**src/rtl/dcp_regs_pkg.sv**
```systemverilog
package dcp_regs_pkg;

    localparam int          ADDR_W    = 5;
    localparam logic [4:0]  ACR_ADDR  = 5'h10;
    localparam logic [4:0]  GP_LAST   = 5'h0E;
    localparam int          NV_DEPTH  = 15;

    typedef struct packed {
        logic vol;
        logic run;
        logic od;
    } ctrl_t;

    typedef enum logic [2:0] {
        TGT_NONE,
        TGT_CTRL,
        TGT_WIPER,
        TGT_START,
        TGT_GP
    } tgt_e;

    function automatic tgt_e decode_addr(input logic [ADDR_W-1:0] a,
                                         input logic vol,
                                         input int nch);
        if (a == ACR_ADDR)
            return TGT_CTRL;
        if (int'(a) < nch)
            return vol ? TGT_WIPER : TGT_START;
        if (a <= GP_LAST && !vol)
            return TGT_GP;
        return TGT_NONE;
    endfunction

    function automatic logic [7:0] pack_ctrl(input ctrl_t c, input logic busy);
        return {c.vol, c.run, busy, 3'b000, c.od, 1'b0};
    endfunction

endpackage

```
**src/rtl/dcp_nv_store.sv**
```systemverilog
module dcp_nv_store #(
    parameter int          NCH       = 2,
    parameter int          DW        = 8,
    parameter int          DEPTH     = 15,
    parameter int          NV_CYCLES = 2000000,
    parameter logic [NCH*DW-1:0] START_INIT = {NCH{8'h80}},
    localparam int         IW        = $clog2(DEPTH),
    localparam int         CW        = $clog2(NV_CYCLES + 1)
) (
    input  logic                     clk,
    input  logic                     rst,
    input  logic                     wr_en,
    input  logic [IW-1:0]            wr_idx,
    input  logic [DW-1:0]            wr_data,
    input  logic [IW-1:0]            rd_idx,
    output logic [DW-1:0]            rd_data,
    output logic [NCH-1:0][DW-1:0]   start_code,
    output logic                     busy
);

    logic [DEPTH-1:0][DW-1:0] cells;
    logic [CW-1:0]            remain_q;

    for (genvar g = 0; g < DEPTH; g++) begin : g_cell
        logic [DW-1:0] cell_q;
        if (g < NCH) begin : g_start
            always_ff @(posedge clk) begin
                if (rst)
                    cell_q <= START_INIT[g*DW +: DW];
                else if (wr_en && wr_idx == IW'(g))
                    cell_q <= wr_data;
            end
            assign start_code[g] = cell_q;
        end else begin : g_gp
            always_ff @(posedge clk) begin
                if (rst)
                    cell_q <= '0;
                else if (wr_en && wr_idx == IW'(g))
                    cell_q <= wr_data;
            end
        end
        assign cells[g] = cell_q;
    end

    assign rd_data = (int'(rd_idx) < DEPTH) ? cells[rd_idx] : '0;

    always_ff @(posedge clk) begin
        if (rst) begin
            busy     <= 1'b0;
            remain_q <= '0;
        end else if (wr_en) begin
            busy     <= 1'b1;
            remain_q <= CW'(NV_CYCLES - 1);
        end else if (busy) begin
            if (remain_q == '0)
                busy <= 1'b0;
            else
                remain_q <= remain_q - 1'b1;
        end
    end


    nv_start_sets_busy_chk: assert property (@(posedge clk) disable iff (rst)
        wr_en |=> busy);


    nv_no_restart_chk: assert property (@(posedge clk) disable iff (rst)
        wr_en |-> !busy);

endmodule

```
**src/rtl/dcp_wiper_bank.sv**
```systemverilog
module dcp_wiper_bank #(
    parameter int            NCH = 2,
    parameter int            DW  = 8,
    parameter logic [DW-1:0] MID = 8'h80,
    localparam int           CHW = (NCH > 1) ? $clog2(NCH) : 1
) (
    input  logic                     clk,
    input  logic                     rst,
    input  logic                     recall_ok,
    input  logic [NCH-1:0][DW-1:0]   start_code,
    input  logic                     wr_en,
    input  logic [CHW-1:0]           wr_ch,
    input  logic [DW-1:0]            wr_data,
    input  logic                     run,
    output logic                     recall_done,
    output logic [NCH-1:0][DW-1:0]   held_code,
    output logic [NCH-1:0][DW-1:0]   wiper_code,
    output logic [NCH-1:0]           shutdown
);

    always_ff @(posedge clk) begin
        if (rst)
            recall_done <= 1'b0;
        else if (recall_ok)
            recall_done <= 1'b1;
    end

    for (genvar c = 0; c < NCH; c++) begin : g_ch
        logic [DW-1:0] code_q;
        always_ff @(posedge clk) begin
            if (rst)
                code_q <= MID;
            else if (!recall_done && recall_ok)
                code_q <= start_code[c];
            else if (wr_en && wr_ch == CHW'(c))
                code_q <= wr_data;
        end
        assign held_code[c]  = code_q;
        assign wiper_code[c] = run ? code_q : '0;
        assign shutdown[c]   = ~run;
    end


    recall_load_chk: assert property (@(posedge clk) disable iff (rst)
        $rose(recall_done) |-> held_code == $past(start_code));


    mid_until_recall_chk: assert property (@(posedge clk) disable iff (rst)
        (!recall_done && !$past(recall_ok)) |-> held_code == {NCH{MID}});

endmodule

```
**src/rtl/dcp_reg_ctrl.sv**
```systemverilog
module dcp_reg_ctrl
    import dcp_regs_pkg::*;
#(
    parameter int                NCH        = 2,
    parameter int                DW         = 8,
    parameter int                NV_CYCLES  = 2000000,
    parameter logic [NCH*DW-1:0] START_INIT = {NCH{8'h80}},
    localparam int               IW         = $clog2(NV_DEPTH),
    localparam int               CHW        = (NCH > 1) ? $clog2(NCH) : 1
) (
    input  logic                     clk,
    input  logic                     rst,
    input  logic                     recall_ok,
    input  logic                     req_valid,
    input  logic                     req_write,
    input  logic [ADDR_W-1:0]        req_addr,
    input  logic [DW-1:0]            req_wdata,
    output logic                     rsp_valid,
    output logic                     rsp_ok,
    output logic [DW-1:0]            rsp_rdata,
    output logic [NCH-1:0][DW-1:0]   wiper_code,
    output logic [NCH-1:0]           shutdown,
    output logic                     sdo_opendrain
);

    ctrl_t                   ctrl_q;
    tgt_e                    tgt;
    logic                    nv_busy;
    logic                    recall_done;
    logic                    allow;
    logic                    do_write;
    logic                    ctrl_wr;
    logic                    wiper_wr;
    logic                    nv_wr;
    logic [DW-1:0]           nv_rdata;
    logic [DW-1:0]           rd_mux;
    logic [NCH-1:0][DW-1:0]  start_code;
    logic [NCH-1:0][DW-1:0]  held_code;

    assign tgt      = decode_addr(req_addr, ctrl_q.vol, NCH);
    assign allow    = req_valid && recall_done &&
                      (!nv_busy || (!req_write && tgt == TGT_CTRL));
    assign do_write = allow && req_write;
    assign ctrl_wr  = do_write && tgt == TGT_CTRL;
    assign wiper_wr = do_write && (tgt == TGT_WIPER || tgt == TGT_START);
    assign nv_wr    = do_write && (tgt == TGT_START || tgt == TGT_GP);

    always_comb begin
        unique case (tgt)
            TGT_CTRL:            rd_mux = pack_ctrl(ctrl_q, nv_busy);
            TGT_WIPER:           rd_mux = held_code[req_addr[CHW-1:0]];
            TGT_START, TGT_GP:   rd_mux = nv_rdata;
            default:             rd_mux = '0;
        endcase
    end

    always_ff @(posedge clk) begin
        if (rst) begin
            ctrl_q <= '{vol: 1'b0, run: 1'b1, od: 1'b0};
        end else if (ctrl_wr) begin
            ctrl_q <= '{vol: req_wdata[7], run: req_wdata[6], od: req_wdata[1]};
        end
    end

    always_ff @(posedge clk) begin
        if (rst) begin
            rsp_valid <= 1'b0;
            rsp_ok    <= 1'b0;
            rsp_rdata <= '0;
        end else begin
            rsp_valid <= req_valid;
            rsp_ok    <= allow;
            rsp_rdata <= (allow && !req_write) ? rd_mux : '0;
        end
    end

    assign sdo_opendrain = ctrl_q.od;

    dcp_nv_store #(
        .NCH        (NCH),
        .DW         (DW),
        .DEPTH      (NV_DEPTH),
        .NV_CYCLES  (NV_CYCLES),
        .START_INIT (START_INIT)
    ) u_nv (
        .clk        (clk),
        .rst        (rst),
        .wr_en      (nv_wr),
        .wr_idx     (req_addr[IW-1:0]),
        .wr_data    (req_wdata),
        .rd_idx     (req_addr[IW-1:0]),
        .rd_data    (nv_rdata),
        .start_code (start_code),
        .busy       (nv_busy)
    );

    dcp_wiper_bank #(
        .NCH (NCH),
        .DW  (DW),
        .MID (8'h80)
    ) u_wipers (
        .clk         (clk),
        .rst         (rst),
        .recall_ok   (recall_ok),
        .start_code  (start_code),
        .wr_en       (wiper_wr),
        .wr_ch       (req_addr[CHW-1:0]),
        .wr_data     (req_wdata),
        .run         (ctrl_q.run),
        .recall_done (recall_done),
        .held_code   (held_code),
        .wiper_code  (wiper_code),
        .shutdown    (shutdown)
    );


    busy_lockout_chk: assert property (@(posedge clk) disable iff (rst)
        (req_valid && nv_busy && (req_write || req_addr != ACR_ADDR)) |=> !rsp_ok);


    recall_gate_chk: assert property (@(posedge clk) disable iff (rst)
        (req_valid && !recall_done) |=> !rsp_ok);


    refused_zero_chk: assert property (@(posedge clk) disable iff (rst)
        !rsp_ok |-> rsp_rdata == '0);


    direct_no_cycle_chk: assert property (@(posedge clk) disable iff (rst)
        (req_valid && req_write && recall_done && !nv_busy && ctrl_q.vol &&
         int'(req_addr) < NCH) |=> !nv_busy);

endmodule

```
**config.mk**
```make
export PLATFORM = sky130hd
export DESIGN_NAME = dcp_reg_ctrl
export DESIGN_NICKNAME = d
export VERILOG_FILES = /design/src/rtl/dcp_regs_pkg.sv /design/src/rtl/dcp_nv_store.sv /design/src/rtl/dcp_wiper_bank.sv /design/src/rtl/dcp_reg_ctrl.sv
export SDC_FILE = /design/constraint.sdc
export NUM_CORES = 1
export LEC_CHECK = 0
export BUFFER_PORTS_ARGS = -buffer_cell sky130_fd_sc_hd__buf_2
export CELL_PAD_IN_SITES_DETAIL_PLACEMENT = 0
export CELL_PAD_IN_SITES_GLOBAL_PLACEMENT = 1
export CORE_MARGIN = 2
export CORE_UTILIZATION = 51
export CTS_CLUSTER_DIAMETER = 30
export CTS_CLUSTER_SIZE = 25
export DETAILED_ROUTE_END_ITERATION = 8
export HOLD_SLACK_MARGIN = 0.05
export PLACE_DENSITY = 0.82
export SLEW_MARGIN = 20
export SYNTH_ARGS = -nofsm -noshare
export SYNTH_HDL_FRONTEND = slang
export SYNTH_SLANG_ARGS = --single-unit
```
**constraint.sdc**
```tcl
create_clock -name clk -period 3.1 [get_ports clk]
set_input_delay 0.465 -clock clk [delete_from_list [all_inputs] [get_ports clk]]
set_output_delay 0.465 -clock clk [all_outputs]
set_load 0.01 [all_outputs]
```
==> flow_summary.json, run 1 <==
{
  "status": "finished clean",
  "crit_type": "flop to flop",
  "ys_top_cells_by_area": "dfxtp_1, mux2i_1, mux4_2",
  "avgSynthCellArea_um2": 9.15,
  "p_seq_frac": 0.485,
  "power.density_nw_per_um2": 518,
  "grt_first_pass_wirelength_mm": 32.8,
  "reg2reg_to": "u_nv.g_cell[9].cell_q[2]",
  "fin_ws_ps": 661,
  "min_from": "recall_ok",
  "finalNetCount": 916,
  "first_pass_iters": 5,
  "grt_use_total": 0.248,
  "synth_area_um2": 8150,
  "fin_cells": 1125,
  "setup_viol": 0,
  "fp.dieArea_um2": 17000,
  "portBuffers": 46,
  "areaGrowthSynthToFinish_pct": 10.4,
  "syn_nets": 911,
  "drc": 0,
  "p_leak_nw": 3.57,
  "cts-root-buf": "clkbuf_16",
  "crit_path_max_fanout": 20,
  "slew_headroom": 0.271,
  "clk_pin_slew_worst_paths_ps": 60,
  "hold_slack_ps": 271,
  "drt_iter0_drc": 521,
  "slew_viol_final": 0,
  "synth.distinct_cells": 56,
  "drt-total-wl_mm": 20.6,
  "overflow": 0,
  "sw_frac_of_total": 0.245,
  "post-place-ws_ps": 530,
  "ios": 47,
  "p_comb_frac": 0.081,
  "hpwlAfterDp_mm": 13.8,
  "synth_most_common_cell": "dfxtp_1",
  "drive_gt1_frac": 0.150,
  "crit_path_start_kind": "flop",
  "placed_area_um2": 8440,
  "final.setup.tns_ps": 0,
  "synth_edf_count": 0,
  "end_kind": "flop",
  "clock_skew_ps": 12.6,
  "grt_max_degree": 63,
  "total_power_mw": 4.66,
  "htree_levels": 4,
  "finalHoldViolCount": 0,
  "fin_util": 0.571,
  "dp.cells": 1093,
  "synth_ff_type": "dfxtp_1",
  "yosysTopAreaCell": "dfxtp_1",
  "p_clk_frac": 0.434,
  "antenna_left": 0,
  "fin_crit_ps": 2440,
  "grt_pass1_vias": 6040,
  "gp_congestion": 0.856,
  "syn_inst": 891,
  "fp.dieW_um": 130,
  "maxCapViolCount": 0,
  "wire_per_inst_um": 18.3,
  "startpoint": "u_nv.busy",
  "vias": 6536,
  "p_switching_mw": 1.14,
  "cts.sinks": 172,
  "hold_path_class": "input pin to flop",
  "clock_latency_ps": 430,
  "yosysWarningCount": 0,
  "ys_seq_elements": 172,
  "worst_pin_slew_ps": 1090,
  "cp_slowest_cell": "nor2_1",
  "cts_hold_buf": 0,
  "hold_path_end": "u_wipers.recall_done",
  "final_area_um2": 9000,
  "clockBufferDepth": 2,
  "row_count": 46,
  "diodes": 0,
  "viasPerCell": 5.81,
  "fin_crit_sh": 0.787,
  "initial_core_util": 0.517,
  "reg2regPathDepth": 5,
  "die_h_um": 130,
  "core_area_um2": 15800,
  "r2r_start": "u_nv.busy",
  "p_int_mw": 3.52,
  "rsz0062_at_grt": "no",
  "cts_tree": "built",
  "arrival_ps": 2790,
  "synth_commonest_cells": "dfxtp_1, nor2_1, mux2i_1, nand2_1, a21oi_1",
  "synth-seq-area-share": 0.422,
  "slowest_delay_ps": 710,
  "post_cts_resized": 0,
  "numCtsBuffers": 17,
  "antenna_found_initial": 0,
  "max_clock_freq_mhz": 410,
  "peakVddDrop_mv": 0.392,
  "async_flop_share": 0,
  "synth_top_area_share": 0.422,
  "cp_data_required_time_ps": 3450,
  "r2r_slack_ps": 660,
  "crit_chain": "and4b_1 > nand4b_2 > nor2_1 > nand2_1 > a21oi_1",
  "post_cts_buffers": 0,
  "hold_depth": 3
}
-- sequential cells by signal, indices dropped and copies added, names as in the netlist --
| signal | count |
|---|---|
| sdo_opendrain | 1 |
| u_wipers.recall_done | 1 |
| rsp_rdata | 8 |
| ctrl_q | 2 |
| u_wipers.g_ch.code_q | 16 |
| rsp_ok | 1 |
| rsp_valid | 1 |
| u_nv.remain_q | 21 |
| u_nv.g_cell.cell_q | 120 |
| u_nv.busy | 1 |
-- placed cells by master (no fill, tap or decap), types with 16 or more instances in the layout --
| cell type | n |
|---|---|
| buf_4 | 16 |
| and2_1 | 19 |
| o21ai_0 | 58 |
| nand2_1 | 88 |
| nor2_1 | 97 |
| mux4_2 | 24 |
| dfxtp_1 | 172 |
| clkbuf_16 | 17 |
| nand3_1 | 30 |
| mux2i_1 | 88 |
| a21oi_1 | 84 |
| buf_2 | 45 |
-- worst max-delay path by stage --
stage,to
2_1_floorplan,rsp_rdata[1]
3_3_place_gp,rsp_rdata[1]
3_5_place_dp,u_nv.g_cell[8].cell_q[2]
4_1_cts,u_nv.g_cell[8].cell_q[2]
5_1_grt,u_nv.g_cell[9].cell_q[7]
6_report,u_nv.g_cell[9].cell_q[2]
-- power groups by stage --
stage	logic, mW	registers, mW	clock network, mW
floorplan	0.277	2.30	0
global placement	0.369	2.31	0
detailed placement	0.374	2.31	0
CTS	0.375	2.26	2.06
global route	0.411	2.26	2.16
finish	0.378	2.26	2.02
-- layer usage --
metal	vias to the layer above	part of all wire	global-route usage
met5	-	0	0
met1	3169	0.49	0.359
li1	3165	-	-
met4	0	0.0084	0.0638
met2	187	0.46	0.393
met3	15	0.047	0.0371
-- layout make-up --
class | instances | area, µm²
clock buffer | 21 | 470
tap | 216 | 270
inverter | 14 | 52.6
fill | 1419 | 6770
clock inverter | 11 | 92.6
multi-input combinational | 629 | 4310
timing repair buffer | 62 | 365
sequential | 172 | 3440
-- worst max-delay path, delay by kind of cell, from the launching register on --
family,cells,cell delay (ps)
and+or+nand+nor,4,1800
DFF,1,410
AOI/OAI and AO/OA,1,150
-- kinds of logic after synthesis --
family / Yosys count / share of synthesized area
and+or+nand+nor: 303 / 0.196
AOI/OAI and AO/OA: 196 / 0.138
DFF: 172 / 0.422
muxes: 112 / 0.174
buffers and inverters: 90 / 0.0493
xor gates and xnor gates: 16 / 0.0172
adders and majority gates: 2 / 0.00307
(Power assumes the default switching activity.)
==> run 2: changes to the inputs <==
- CORE_UTILIZATION: 51 -> 47
- PLACE_DENSITY: 0.82 -> 0.76
- clock period: 3.1 -> 2.6 ns (I/O delays scaled with it)
==> run 2 against run 1 <==
Against the previous run: clock skew is essentially flat; via count increased by 1.9%; setup slack got worse by 220 ps; largest power group is now the clock network; critical endpoint is now u_nv.g_cell[7].cell_q[0]; routed wire length up 6.3%; combinational power is 24% higher; maximum frequency is 13% higher; utilization is 3.4 points lower; sequential share of layout area fell by 0.81 points; flip-flop and latch count unchanged.
==> flow_summary.json, run 2 (same netlist as run 1, synthesis figures left out) <==
{
  "maxCapViolCount": 0,
  "status": "finished clean",
  "hold_path_class": "input pin to flop",
  "drt_iter0_drc": 442,
  "post_cts_resized": 0,
  "cts.sinks": 172,
  "finalHoldViolCount": 0,
  "final.setup.tns_ps": 0,
  "placed_area_um2": 8540,
  "post_cts_buffers": 0,
  "clock_latency_ps": 420,
  "power.density_nw_per_um2": 651,
  "end_kind": "flop",
  "nFillCells": 1561,
  "arrival_ps": 2500,
  "numCtsBuffers": 17,
  "clock_skew_ps": 12.2,
  "gp_congestion": 0.857,
  "fp.dieW_um": 136,
  "fin_crit_sh": 0.829,
  "final_cell_mix": "dfxtp_1, nor2_1, nand2_1, mux2i_1, a21oi_1",
  "slew_viol_final": 0,
  "ios": 47,
  "finalNetCount": 924,
  "grt_max_degree": 46,
  "cts-root-buf": "clkbuf_16",
  "final_common_cell": "dfxtp_1",
  "top_regs": "u_nv.g_cell.cell_q: 120 flops, u_nv.remain_q: 21 flops, u_wipers.g_ch.code_q: 16 flops",
  "initial_core_util": 0.476,
  "setup_viol": 0,
  "cts_tree": "built",
  "htree_levels": 4,
  "viasPerCell": 5.83,
  "cp_data_required_time_ps": 2940,
  "portBuffers": 46,
  "fin_util": 0.537,
  "drt-total-wl_mm": 21.9,
  "peakVddDrop_mv": 0.583,
  "clk_pin_slew_worst_paths_ps": 60,
  "antenna_left": 0,
  "fp.dieArea_um2": 18400,
  "row_count": 48,
  "dp.cells": 1110,
  "first_pass_iters": 5,
  "cts_hold_buf": 0,
  "hpwlAfterDp_mm": 14.9,
  "final_area_um2": 9200,
  "p_leak_nw": 3.65,
  "max_clock_freq_mhz": 464,
  "overflow": 0,
  "fin_cells": 1142,
  "grt_pass1_vias": 6307,
  "crit_path_max_fanout": 27,
  "die_h_um": 136,
  "wire_per_inst_um": 19.1,
  "crit_path_start_kind": "flop",
  "worst_pin_slew_ps": 749,
  "crit_type": "flop to flop",
  "areaGrowthSynthToFinish_pct": 12.8,
  "vias": 6660,
  "top_register": "u_nv.g_cell.cell_q",
  "drc": 0,
  "clockBufferDepth": 2,
  "grt_first_pass_wirelength_mm": 34.8,
  "rsz0062_at_grt": "no",
  "fin_crit_ps": 2150,
  "grt_use_total": 0.244,
  "drive_gt1_frac": 0.156,
  "diodes": 0,
  "largest_reg_flops": 120,
  "core_area_um2": 17100,
  "antenna_found_initial": 0,
  "slew_headroom": 0.500
}
## run 2: cell types whose count changed in the layout (fill, tap and decap cells not counted), moves of 2 or more
| cell | previous run | this run |
|---|---|---|
| clkbuf_1 | 1 | 3 |
| clkinv_2 | 6 | 0 |
| buf_12 | 1 | 3 |
| buf_4 | 16 | 22 |
| bufinv_16 | 1 | 5 |
## run 2: worst max-delay path: stages (launching register included)
cell and delay, ps:
dfxtp_1 440, and4b_1 430, nand4b_4 150, buf_4 250
nor2_1 520, nand2_1 120, a21oi_1 160
## run 2: layout make-up
cell class                      count  area [µm²]  share of cell area
Multi-Input combinational cell    629        4310               0.469
Sequential cell                   172        3440               0.374
Clock buffer                       23         478              0.0520
Timing Repair Buffer               70         450              0.0490
Tap cell                          225         282              0.0306
Clock inverter                      9         181              0.0197
Inverter                           14        52.6             0.00571
## run 2: through the flow
stage	hold WS, ps	power, mW	setup WS (ps)
after floorplan	433	3.08	655
after global placement	445	3.21	394
after detailed placement	461	3.22	353
after CTS	202	6.02	448
after global routing	221	6.20	314
final	221	5.99	446
## run 2: path summary, 6_finish.rpt
kind / start / endpoint / slack (ps) / cells after the start
max reg2reg: u_wipers.recall_done / u_nv.g_cell[7].cell_q[0] / 450 / 6
max: u_wipers.recall_done / u_nv.g_cell[7].cell_q[0] / 450 / 6
min: recall_ok / u_wipers.recall_done / 220 / 3
min reg2reg: u_nv.g_cell[2].cell_q[1] / u_nv.g_cell[2].cell_q[1] / 470 / 2
## run 2: metal layers
metal  track usage  wire [µm]
met5             0          0
met1         0.346      10400
met2         0.382      10100
met3        0.0475       1120
met4        0.0637        249
## run 2: power by group
group	internal [mW]	switching [mW]	total [mW]
registers	2.67	0.0302	2.70
clock network	1.79	1.04	2.83
logic	0.154	0.313	0.467
total	4.61	1.38	5.99
==> run 3: changes to the inputs <==
- clock period: 2.6 -> 2 ns (I/O delays scaled with it)
==> run 3 against run 2 <==
Against the previous run: clock power rose by 19%; register-to-register slack worse by 310 ps; worst hold slack lost 88 ps; critical path depth increased by 1; via count down 1.4%; combinational power up 36%; cell area up 0.63%; setup slack got worse by 310 ps.
==> flow_summary.json, run 3 (same netlist as run 1, synthesis figures left out) <==
{
  "row_count": 48,
  "drt-total-wl_mm": 21.5,
  "fin_crit_sh": 0.934,
  "portBuffers": 46,
  "cts-root-buf": "clkbuf_16",
  "largest_reg_flops": 120,
  "vias": 6570,
  "worst_pin_slew_ps": 739,
  "final.setup.tns_ps": 0,
  "clk_pin_slew_worst_paths_ps": 60,
  "core_area_um2": 17100,
  "post_cts_resized": 0,
  "crit_type": "flop to flop",
  "p_switching_mw": 1.83,
  "post_cts_buffers": 0,
  "final_common_cell": "dfxtp_1",
  "wire_per_inst_um": 18.6,
  "setup_viol": 0,
  "p_seq_frac": 0.467,
  "critPathBufInv": 1,
  "end_kind": "flop",
  "grt_max_degree": 77,
  "crit_chain": "inv_1 > ha_1 > nor2b_1 > nand4_1 > o21ai_0 > xor2_1 > a21oi_1",
  "diodes": 0,
  "overflow": 0,
  "first_pass_iters": 5,
  "slew_viol_final": 0,
  "drive_gt1_frac": 0.168,
  "top_regs": "u_nv.g_cell.cell_q: 120 flops, u_nv.remain_q: 21 flops, u_wipers.g_ch.code_q: 16 flops",
  "rsz0062_at_grt": "no",
  "status": "finished clean",
  "clockBufferDepth": 2,
  "top_register": "u_nv.g_cell.cell_q",
  "drc": 0,
  "cts_tree": "built",
  "dp.cells": 1122,
  "finalNetCount": 936,
  "placed_area_um2": 8660,
  "crit_path_max_fanout": 9,
  "p_clk_frac": 0.448,
  "p_leak_nw": 3.71,
  "power.density_nw_per_um2": 810,
  "finalHoldViolCount": 0,
  "slew_headroom": 0.507,
  "crit_path_start_kind": "flop",
  "antenna_left": 0,
  "viasPerCell": 5.69,
  "fin_ws_ps": 132,
  "gp_congestion": 0.796,
  "htree_levels": 4,
  "clock_skew_ps": 6.45,
  "final_area_um2": 9260,
  "hpwlAfterDp_mm": 14.5,
  "cp_slowest_cell": "nand4_1",
  "post-place-ws_ps": 62.8,
  "initial_core_util": 0.476,
  "p_int_mw": 5.67,
  "peakVddDrop_mv": 0.569,
  "maxCapViolCount": 0,
  "grt_pass1_vias": 6365,
  "total_power_mw": 7.49,
  "ios": 47,
  "die_h_um": 136,
  "max_clock_freq_mhz": 535,
  "sw_frac_of_total": 0.244,
  "critPathTopFamily": "simple AND/OR/NAND/NOR gates",
  "areaGrowthSynthToFinish_pct": 13.5,
  "hold_path_class": "input pin to flop",
  "final_cell_mix": "dfxtp_1, nor2_1, nand2_1, mux2i_1, a21oi_1",
  "antenna_found_initial": 0,
  "cp_data_required_time_ps": 2290,
  "fin_crit_ps": 1870,
  "clock_latency_ps": 430,
  "grt_first_pass_wirelength_mm": 34.5,
  "numCtsBuffers": 17,
  "fp.dieW_um": 136,
  "p_comb_frac": 0.085,
  "drt_iter0_drc": 440,
  "nFillCells": 1567,
  "cts.sinks": 172,
  "cts_hold_buf": 0,
  "grt_use_total": 0.240,
  "fp.dieArea_um2": 18400,
  "arrival_ps": 2150,
  "slowest_delay_ps": 360,
  "fin_cells": 1154
}
run 3: cell count changes in the layout (fill, tap and decap cells not counted), moves of 2 or more:
cell	change
clkbuf_8	-2
buf_4	+9
clkbuf_1	-2
bufinv_16	-2
buf_12	+3
clkinv_2	+7
run 3: worst paths after layout:
path                            start                  endpoint  slack [ps]  cells past startpoint
min                         recall_ok      u_wipers.recall_done         130                      3
max                  u_nv.remain_q[0]          u_nv.remain_q[6]         130                      7
max reg2reg          u_nv.remain_q[0]          u_nv.remain_q[6]         130                      7
min reg2reg  u_nv.g_cell[2].cell_q[1]  u_nv.g_cell[2].cell_q[1]         460                      2
run 3: area by class of cell:
type	count	area, µm²	share of cell area
clock buffers	19	443	0.0479
clock inverters	13	149	0.0161
inverters	14	52.6	0.00568
multi-input cells	629	4310	0.466
flip-flops and latches	172	3440	0.372
well taps	225	282	0.0304
repair buffers	82	578	0.0624
run 3: through the flow:
stage	hold WS (ps)	utilization
finish	133	0.541
global route	138	0.541
CTS	121	0.541
detailed placement	451	0.506
global placement	440	0.506
floorplan	383	-
run 3: tightest hold or removal path, delay by kind of cell:
kind | cells | cell delay [ps]
and+or+nand+nor | 2 | 120
buffers and inverters | 1 | 100
run 3: per-layer routing:
| metal | up-vias | global-route usage | wire length (µm) |
|---|---|---|---|
| li1 | 3199 | - | - |
| met1 | 3194 | 0.346 | 10500 |
| met2 | 157 | 0.373 | 9730 |
| met3 | 20 | 0.0393 | 940 |
| met4 | 0 | 0.0683 | 287 |
| met5 | - | 0 | 0 |
run 3: power groups by stage:
stage | registers [mW] | clock network (mW) | logic [mW]
floorplan | 3.57 | 0 | 0.430
global placement | 3.57 | 0 | 0.619
detailed placement | 3.58 | 0 | 0.629
CTS | 3.50 | 3.39 | 0.631
global route | 3.50 | 3.53 | 0.684
finish | 3.50 | 3.36 | 0.634
